$ cat config.mk
export PLATFORM = sky130hd
export DESIGN_NAME = csd_decoder
export DESIGN_NICKNAME = d
export VERILOG_FILES = /design/src/rtl/csd_pkg.sv /design/src/rtl/csd_region_match.sv /design/src/rtl/csd_pick.sv /design/src/rtl/csd_latency.sv /design/src/rtl/csd_seq.sv /design/src/rtl/csd_decoder.sv
export SDC_FILE = /design/constraint.sdc
export NUM_CORES = 1
export LEC_CHECK = 0
export ABC_AREA = 1
export BUFFER_PORTS_ARGS = -buffer_cell sky130_fd_sc_hd__buf_4
export CORE_AREA = 10 10 213 215
export CTS_CLUSTER_SIZE = 20
export DETAILED_ROUTE_END_ITERATION = 16
export DIE_AREA = 0 0 223 225
export PLACE_DENSITY_LB_ADDON = 0.1
export SYNTH_ARGS = -nofsm -noshare
export SYNTH_HDL_FRONTEND = slang
export SYNTH_SLANG_ARGS = --single-unit
$ cat constraint.sdc
create_clock -name clk_i -period 3.21 [get_ports clk_i]
set_input_delay 0.642 -clock clk_i [delete_from_list [all_inputs] [get_ports clk_i]]
set_output_delay 0.642 -clock clk_i [all_outputs]
set_load 0.005 [all_outputs]
$ cat src/rtl/csd_pkg.sv
package csd_pkg;

   typedef enum logic [1:0] {
      KIND_SDRAM = 2'd0,
      KIND_SSRAM = 2'd1,
      KIND_ASYNC = 2'd2,
      KIND_BURST = 2'd3
   } mem_kind_e;

   // configuration word layout
   localparam int unsigned CFG_EN_BIT   = 0;
   localparam int unsigned CFG_KIND_LSB = 1;
   localparam int unsigned CFG_KIND_W   = 2;
   localparam int unsigned CFG_SEL_LSB  = 16;
   localparam int unsigned CFG_SEL_W    = 8;

   // timing word sub-fields
   localparam int unsigned AS_RD_A_LSB = 0;
   localparam int unsigned AS_RD_A_W   = 8;
   localparam int unsigned AS_RD_B_LSB = 8;
   localparam int unsigned AS_RD_B_W   = 4;
   localparam int unsigned AS_WR_A_LSB = 12;
   localparam int unsigned AS_WR_A_W   = 4;
   localparam int unsigned AS_WR_B_LSB = 16;
   localparam int unsigned AS_WR_B_W   = 4;
   localparam int unsigned AS_WR_C_LSB = 20;
   localparam int unsigned AS_WR_C_W   = 6;
   localparam int unsigned SD_CL_LSB   = 4;
   localparam int unsigned SD_CL_W     = 2;
   localparam int unsigned TIM_USED_W  = AS_WR_C_LSB + AS_WR_C_W;

   localparam int unsigned SD_BASE_LAT = 3;
   localparam int unsigned FIXED_LAT   = 2;

   // longest latency any field combination can give
   localparam int unsigned MAX_LAT =
      ((1 << AS_RD_A_W) - 1) + ((1 << AS_RD_B_W) - 1);

endpackage

$ cat src/rtl/csd_region_match.sv
module csd_region_match #(
   parameter int unsigned ADDR_W = 32,
   parameter int unsigned MASK_W = 10,
   parameter int unsigned SEL_W  = 8,
   parameter int unsigned SHIFT  = 22
) (
   input  logic [ADDR_W-1:0] addr_i,
   input  logic [MASK_W-1:0] mask_i,
   input  logic              en_i,
   input  logic [SEL_W-1:0]  sel_i,
   output logic              hit_o
);
   localparam int unsigned WIN_W = ADDR_W - SHIFT;

   logic [WIN_W-1:0] win_mask;
   logic [WIN_W-1:0] win_cmp;
   logic [WIN_W-1:0] win_addr;

   generate
      if (MASK_W >= WIN_W) begin : g_mask_wide
         assign win_mask = mask_i[WIN_W-1:0];
      end else begin : g_mask_narrow
         assign win_mask = {{(WIN_W-MASK_W){1'b0}}, mask_i};
      end
      if (SEL_W >= WIN_W) begin : g_sel_wide
         assign win_cmp = sel_i[WIN_W-1:0];
      end else begin : g_sel_narrow
         assign win_cmp = {{(WIN_W-SEL_W){1'b0}}, sel_i};
      end
   endgenerate

   assign win_addr = addr_i[ADDR_W-1:SHIFT];
   assign hit_o    = en_i && ((win_addr & win_mask) == (win_cmp & win_mask));

   logic unused_low;
   assign unused_low = ^addr_i[SHIFT-1:0];

endmodule

$ cat src/rtl/csd_pick.sv
module csd_pick #(
   parameter int unsigned N = 8
) (
   input  logic [N-1:0] hit_i,
   output logic [N-1:0] grant_o,
   output logic         any_o
);
   // lowest set bit isolates the highest-priority region
   assign grant_o = hit_i & (~hit_i + N'(1));
   assign any_o   = |hit_i;
endmodule

$ cat src/rtl/csd_latency.sv
module csd_latency
   import csd_pkg::*;
#(
   parameter int unsigned LAT_W = 10
) (
   input  mem_kind_e              kind_i,
   input  logic                   we_i,
   input  logic [TIM_USED_W-1:0]  tim_i,
   output logic [LAT_W-1:0]       lat_o
);
   logic [LAT_W-1:0] as_rd, as_wr, sd_lat;

   assign as_rd = LAT_W'(tim_i[AS_RD_A_LSB +: AS_RD_A_W])
                + LAT_W'(tim_i[AS_RD_B_LSB +: AS_RD_B_W]);
   assign as_wr = LAT_W'(tim_i[AS_WR_A_LSB +: AS_WR_A_W])
                + LAT_W'(tim_i[AS_WR_B_LSB +: AS_WR_B_W])
                + LAT_W'(tim_i[AS_WR_C_LSB +: AS_WR_C_W]);
   assign sd_lat = LAT_W'(SD_BASE_LAT) + LAT_W'(tim_i[SD_CL_LSB +: SD_CL_W]);

   always_comb begin
      unique case (kind_i)
         KIND_ASYNC: lat_o = we_i ? as_wr : as_rd;
         KIND_SDRAM: lat_o = sd_lat;
         default:    lat_o = LAT_W'(FIXED_LAT);
      endcase
   end
endmodule

$ cat src/rtl/csd_seq.sv
module csd_seq #(
   parameter int unsigned N     = 8,
   parameter int unsigned LAT_W = 10
) (
   input  logic             clk_i,
   input  logic             rst_ni,
   input  logic             req_i,
   input  logic             hit_any_i,
   input  logic [N-1:0]     grant_i,
   input  logic [LAT_W-1:0] lat_i,
   output logic [N-1:0]     cs_o,
   output logic             err_o,
   output logic             done_o
);
   logic             busy_q, err_q;
   logic [LAT_W-1:0] rem_q;
   logic [N-1:0]     cs_q;
   logic             accept;
   logic [LAT_W-1:0] lat_eff;

   assign accept  = req_i && !busy_q && !err_q;
   assign lat_eff = (lat_i == '0) ? LAT_W'(1) : lat_i;

   always_ff @(posedge clk_i or negedge rst_ni) begin
      if (!rst_ni) begin
         busy_q <= 1'b0;
         err_q  <= 1'b0;
         rem_q  <= '0;
         cs_q   <= '0;
      end else begin
         err_q <= accept && !hit_any_i;
         if (accept && hit_any_i) begin
            busy_q <= 1'b1;
            cs_q   <= grant_i;
            rem_q  <= lat_eff - LAT_W'(1);
         end else if (busy_q) begin
            if (rem_q == '0) begin
               busy_q <= 1'b0;
               cs_q   <= '0;
            end else begin
               rem_q <= rem_q - LAT_W'(1);
            end
         end
      end
   end

   assign cs_o   = cs_q;
   assign err_o  = err_q;
   assign done_o = busy_q && (rem_q == '0);

   assert_cs_onehot_R9: assert property (@(posedge clk_i) disable iff (!rst_ni)
      busy_q |-> ($countones(cs_q) == 1));
   assert_cs_idle_R9: assert property (@(posedge clk_i) disable iff (!rst_ni)
      !busy_q |-> (cs_q == '0));
   assert_done_release_R9: assert property (@(posedge clk_i) disable iff (!rst_ni)
      done_o |=> (cs_q == '0) && !done_o);
   assert_err_nocs_R4: assert property (@(posedge clk_i) disable iff (!rst_ni)
      err_q |-> (cs_q == '0) && !done_o);
   assert_err_single_R4: assert property (@(posedge clk_i) disable iff (!rst_ni)
      err_q |=> !err_q);
   assert_busy_hold_R10: assert property (@(posedge clk_i) disable iff (!rst_ni)
      (busy_q && !done_o) |=> (busy_q && $stable(cs_q)));
   assert_zero_lat_R11: assert property (@(posedge clk_i) disable iff (!rst_ni)
      (accept && hit_any_i && lat_i == '0) |=> done_o);

endmodule

$ cat src/rtl/csd_decoder.sv
module csd_decoder
   import csd_pkg::*;
#(
   parameter int unsigned N      = 8,
   parameter int unsigned ADDR_W = 32,
   parameter int unsigned MASK_W = 10,
   parameter int unsigned SHIFT  = 22,
   parameter int unsigned WORD_W = 32,
   parameter int unsigned LAT_W  = 10
) (
   input  logic                clk_i,
   input  logic                rst_ni,
   input  logic                req_i,
   input  logic                we_i,
   input  logic [ADDR_W-1:0]   addr_i,
   input  logic [MASK_W-1:0]   mask_i,
   input  logic [N*WORD_W-1:0] cfg_i,
   input  logic [N*WORD_W-1:0] tim_i,
   output logic [N-1:0]        cs_o,
   output logic                err_o,
   output logic                done_o
);
   localparam int unsigned CFG_TOP = CFG_SEL_LSB + CFG_SEL_W;

   generate
      if (N < 1) begin : g_bad_n
         $error("csd_decoder: N must be at least 1");
      end
      if (SHIFT + MASK_W > ADDR_W) begin : g_bad_mask
         $error("csd_decoder: mask window exceeds address width");
      end
      if (WORD_W < CFG_TOP || WORD_W < TIM_USED_W) begin : g_bad_word
         $error("csd_decoder: word width too small for fields");
      end
      if ((1 << LAT_W) <= MAX_LAT) begin : g_bad_lat
         $error("csd_decoder: LAT_W cannot hold the longest latency");
      end
   endgenerate

   logic [N-1:0] hit, grant;
   logic         hit_any;

   for (genvar i = 0; i < N; i++) begin : g_region
      csd_region_match #(
         .ADDR_W(ADDR_W), .MASK_W(MASK_W), .SEL_W(CFG_SEL_W), .SHIFT(SHIFT)
      ) u_match (
         .addr_i (addr_i),
         .mask_i (mask_i),
         .en_i   (cfg_i[i*WORD_W + CFG_EN_BIT]),
         .sel_i  (cfg_i[i*WORD_W + CFG_SEL_LSB +: CFG_SEL_W]),
         .hit_o  (hit[i])
      );
   end

   csd_pick #(.N(N)) u_pick (
      .hit_i   (hit),
      .grant_o (grant),
      .any_o   (hit_any)
   );

   // AND-OR select of the winning region's kind and timing
   logic [CFG_KIND_W-1:0] win_kind;
   logic [TIM_USED_W-1:0] win_tim;
   always_comb begin
      win_kind = '0;
      win_tim  = '0;
      for (int i = 0; i < N; i++) begin
         if (grant[i]) begin
            win_kind = win_kind | cfg_i[i*WORD_W + CFG_KIND_LSB +: CFG_KIND_W];
            win_tim  = win_tim  | tim_i[i*WORD_W +: TIM_USED_W];
         end
      end
   end

   logic [LAT_W-1:0] lat;
   csd_latency #(.LAT_W(LAT_W)) u_lat (
      .kind_i (mem_kind_e'(win_kind)),
      .we_i   (we_i),
      .tim_i  (win_tim),
      .lat_o  (lat)
   );

   csd_seq #(.N(N), .LAT_W(LAT_W)) u_seq (
      .clk_i     (clk_i),
      .rst_ni    (rst_ni),
      .req_i     (req_i),
      .hit_any_i (hit_any),
      .grant_i   (grant),
      .lat_i     (lat),
      .cs_o      (cs_o),
      .err_o     (err_o),
      .done_o    (done_o)
   );

   // fields that carry no meaning for this block
   logic unused_fields;
   always_comb begin
      unused_fields = 1'b0;
      for (int i = 0; i < N; i++) begin
         unused_fields = unused_fields
            ^ (^cfg_i[i*WORD_W + CFG_KIND_LSB + CFG_KIND_W +: (CFG_SEL_LSB - CFG_KIND_LSB - CFG_KIND_W)])
            ^ (^cfg_i[i*WORD_W + CFG_TOP +: (WORD_W - CFG_TOP)])
            ^ (^tim_i[i*WORD_W + TIM_USED_W +: (WORD_W - TIM_USED_W)]);
      end
   end

   assert_pick_lowest_R3: assert property (@(posedge clk_i) disable iff (!rst_ni)
      hit_any |-> (((grant & hit) != '0) && (((grant - N'(1)) & hit) == '0)));
   assert_no_hit_no_grant_R2: assert property (@(posedge clk_i) disable iff (!rst_ni)
      !hit_any |-> (grant == '0));
   assert_sdram_floor_R7: assert property (@(posedge clk_i) disable iff (!rst_ni)
      (hit_any && win_kind == KIND_SDRAM) |-> (lat >= LAT_W'(SD_BASE_LAT)));
   assert_fixed_lat_R8: assert property (@(posedge clk_i) disable iff (!rst_ni)
      (hit_any && (win_kind == KIND_SSRAM || win_kind == KIND_BURST))
      |-> (lat == LAT_W'(FIXED_LAT)));

endmodule

==> qor.yml <==
global_routing:
  gr-usage-all-layers: 0.1544
  overflow: 0
  grt_pass1_vias: 8585
  antenna_found_initial: 18
  grt_pass1_wl_mm: 57.93
  grt_max_degree: 21
yosys:
  syn_nets: 1538
  async_reset_ff_frac: 1.000
  syn_area_per_cell_um2: 5.336
  synth_edf_count: 0
  ys_ff_latch: 20
  yosys.area.top_type: "nand2_1"
  synthFlopType: "dfrtp_1"
  synth_top_cell_area_share: 0.2130
  yosysWarnings: 0
  synth_area_leaders: "nand2_1, nand3_1, dfrtp_1"
  ys_seq_area_frac: 0.09761
  netlist-cell-type-count: 47
  netlist_area_um2: 5127
  syn_inst: 961
route:
  vias_per_cell: 4.051
  dr.first_iter.drc_count: 348
  detail-route-antenna-nets: 0
  vias: 8086
  met3_length_mm: 4.175
  wl_per_cell_um: 20.42
  wl_mm: 40.77
  route.met2.wl_mm: 19.44
  drc: 0
  routed.top_layer: "met5"
  m1WireLength_mm: 16.38
  detail_route.first_pass.iterations: 5
hold_path:
  hold_path_class: "in -> async"
placed_design:
  routabilityCongestion: 0.8442
  dp_cells: 1953
  dpl_worst_slack_ns: -2.590
  post-dp-hpwl_mm: 37.14
  io_buffer_count: 329
finish:
  syn_to_final_growth_pct: 108.4
  layout.nets: 2028
  layout.cells.non_filler: 1996
  drive_gt1_frac: 0.4917
  utilization: 0.2582
floorplanning:
  row_count: 75
  ioPinCount: 568
  die_y_um: 225
  start_util: 0.1239
  die_w_um: 223
  core_area_um2: 41380
  die-area_um2: 50180
clock_network:
  cts_sinks: 20
  ctsHoldBuffers: 0
  clk_latency_ns: 0.25
  htreeDepth: 1
  cts_buffer_depth: 2
  clk_pin_slew_ns: 0.06
  cts_buffers: 3
  clock-root-buffer: "clkbuf_16"
  cts_tree: "built"
setup_path:
  startpoint_type: "input pin"
  crit_path_frequent_cell: "nand2_1"
  cp_max_fo: 9
  slowest_stage: "fa_2"
  cp_data_required_time_ns: 3.35
  cp.arrival_ns: 5.11
  end_kind: "register"
  cpPeakStageDelay_ns: 0.43
  worstSetupPathType: "in -> reg"
power_and_ir_drop:
  leakage_nw: 5.447
  peakVddDrop_mv: 0.2377
  powerDensity_nw_per_um2: 242.0
sta:
  finalSetupViolations: 10
  period_share: 1.548
  clock.fmax_mhz: 201.3
  hold_viol: 0
  hold_ws_ns: 0.2672
  fin_ws_ns: -1.758
  fin_crit_ns: 4.968
  rsz0062_at_grt: "yes"
  finalClockSkew_ns: 0.001883
  worst_slew_pin_slew_ns: 0.3619
  final-max-slew-violation-count: 0
  relSlewSlack: 0.7578
run_status:
  status: "complete, but fails checks"
  violations: "negative setup slack"
run:
  max-cap-violations: 0
==> metrics by stage <==
step | area (um^2) | power (W) | TNS, ns
3_5_place_dp | 9524 | 0.001945 | -23.64
4_1_cts | 10400 | 0.002527 | -15.98
2_1_floorplan | 5319 | 0.001098 | -16.83
5_1_grt | 10670 | 0.002810 | -19.91
3_3_place_gp | 9524 | 0.001960 | -24.24
6_report | 10680 | 0.002586 | -16.86
==> cells in the mapped netlist (8+ instances only) <==
cell and count:
o21ai_1 8, ha_1 16, nand3_1 126, a21oi_1 38, clkbuf_1 16, buf_2 10
inv_2 14, dfrtp_1 20, nor2_1 107, xor2_1 13, a221oi_1 21, nand4_1 34
inv_1 120, o211ai_1 13, nand2_1 291, o21ai_0 33
==> worst paths after layout <==
kind                         startpoint              to  slack, ns  cells after the start
setup / recovery             addr_i[26]  u_seq.rem_q[6]      -1.76                     39
hold / removal                   rst_ni   u_seq.cs_o[3]       0.27                      1
setup reg to reg           u_seq.busy_q  u_seq.rem_q[9]       1.20                     11
hold reg to reg             u_seq.err_o     u_seq.err_o       0.47                      1
max in group asynchronous        rst_ni  u_seq.rem_q[6]       2.70                      1
min in group clk_i          u_seq.err_o     u_seq.err_o       0.47                      1
==> where the power goes <==
| group | switching (W) | internal (W) | total (W) |
|---|---|---|---|
| sequential | 0.0000518 | 0.000324 | 0.000376 |
| clock | 0.000101 | 0.000248 | 0.000349 |
| combinational | 0.000930 | 0.000931 | 0.00186 |
| total | 0.00108 | 0.00150 | 0.00259 |
==> timing repair <==
item | in CTS | in global routing
gates resized for setup | 163 | 44
endpoints found under the setup margin | 10 | 10
pin swaps | 72 | 42
setup buffers | 27 | 11
==> per-layer routing <==
| layer | global-route usage | vias to the layer above |
|---|---|---|
| met4 | 0.02572 | 18 |
| met1 | 0.1736 | 3603 |
| met5 | 0 | - |
| li1 | - | 4139 |
| met2 | 0.2685 | 288 |
| met3 | 0.06628 | 38 |
==> state kept, by name (all words and copies together), names as in the netlist <==
signal,cells
u_seq.err_o,1
u_seq.rem_q,10
u_seq.busy_q,1
u_seq.cs_o,8
==> cell usage in the layout (no fill, tap or decap), types with 4 or more instances in the layout <==
master	netlist	routed
nand3_4	1	7
o22ai_1	5	5
nor2_4	3	13
nor2_2	7	20
nand2_4	5	11
inv_4	0	4
nand3_1	126	102
inv_2	14	25
o211ai_1	13	13
nand3_2	3	21
nor2_1	107	84
a21oi_2	0	11
a221oi_1	21	11
nand4_1	34	34
buf_4	7	481
buf_12	0	10
xor2_1	13	12
nand2_1	291	265
inv_1	120	102
diode_2	0	7
o21ai_0	33	25
o21ai_1	8	10
dfrtp_1	20	20
o21ai_2	3	6
a21oi_1	38	26
a221oi_2	0	7
buf_6	1	29
nand2_2	5	22
ha_1	16	10
nand3b_1	4	4
ha_4	0	4
==> cell type report <==
class,count,area (um^2)
fillers,4731,30700
multi-input cells,766,4657
repair buffers,523,4183
well taps,539,674.4
inverters,137,546.8
flip-flops and latches,20,500.5
clock buffers,3,75.07
clock inverters,1,30.03
diodes,7,17.52
==> cells by family (layout without fill, tap and decap cells) <==
group | count (synthesis) | after routing | share of synthesized area
AO/OA/AOI/OAI | 128 | 128 | 0.1552
XOR/XNOR | 16 | 16 | 0.02733
adder cells (fa/ha/maj) | 19 | 19 | 0.05076
buffers and inverters | 175 | 664 | 0.1371
flip-flops | 20 | 20 | 0.09761
other | 0 | 7 | 0
AND/OR/NAND/NOR | 603 | 603 | 0.5320
==> worst max-delay path: cells and delay by family <==
| kind | cells | cell delay [ns] |
|---|---|---|
| and+or+nand+nor | 22 | 1.87 |
| adders and majority gates | 4 | 1.15 |
| xor gates and xnor gates | 1 | 0.12 |
| AOI/OAI and AO/OA | 4 | 0.50 |
| buffers and inverters | 8 | 0.82 |
Power figures use the tool's default switching activity.
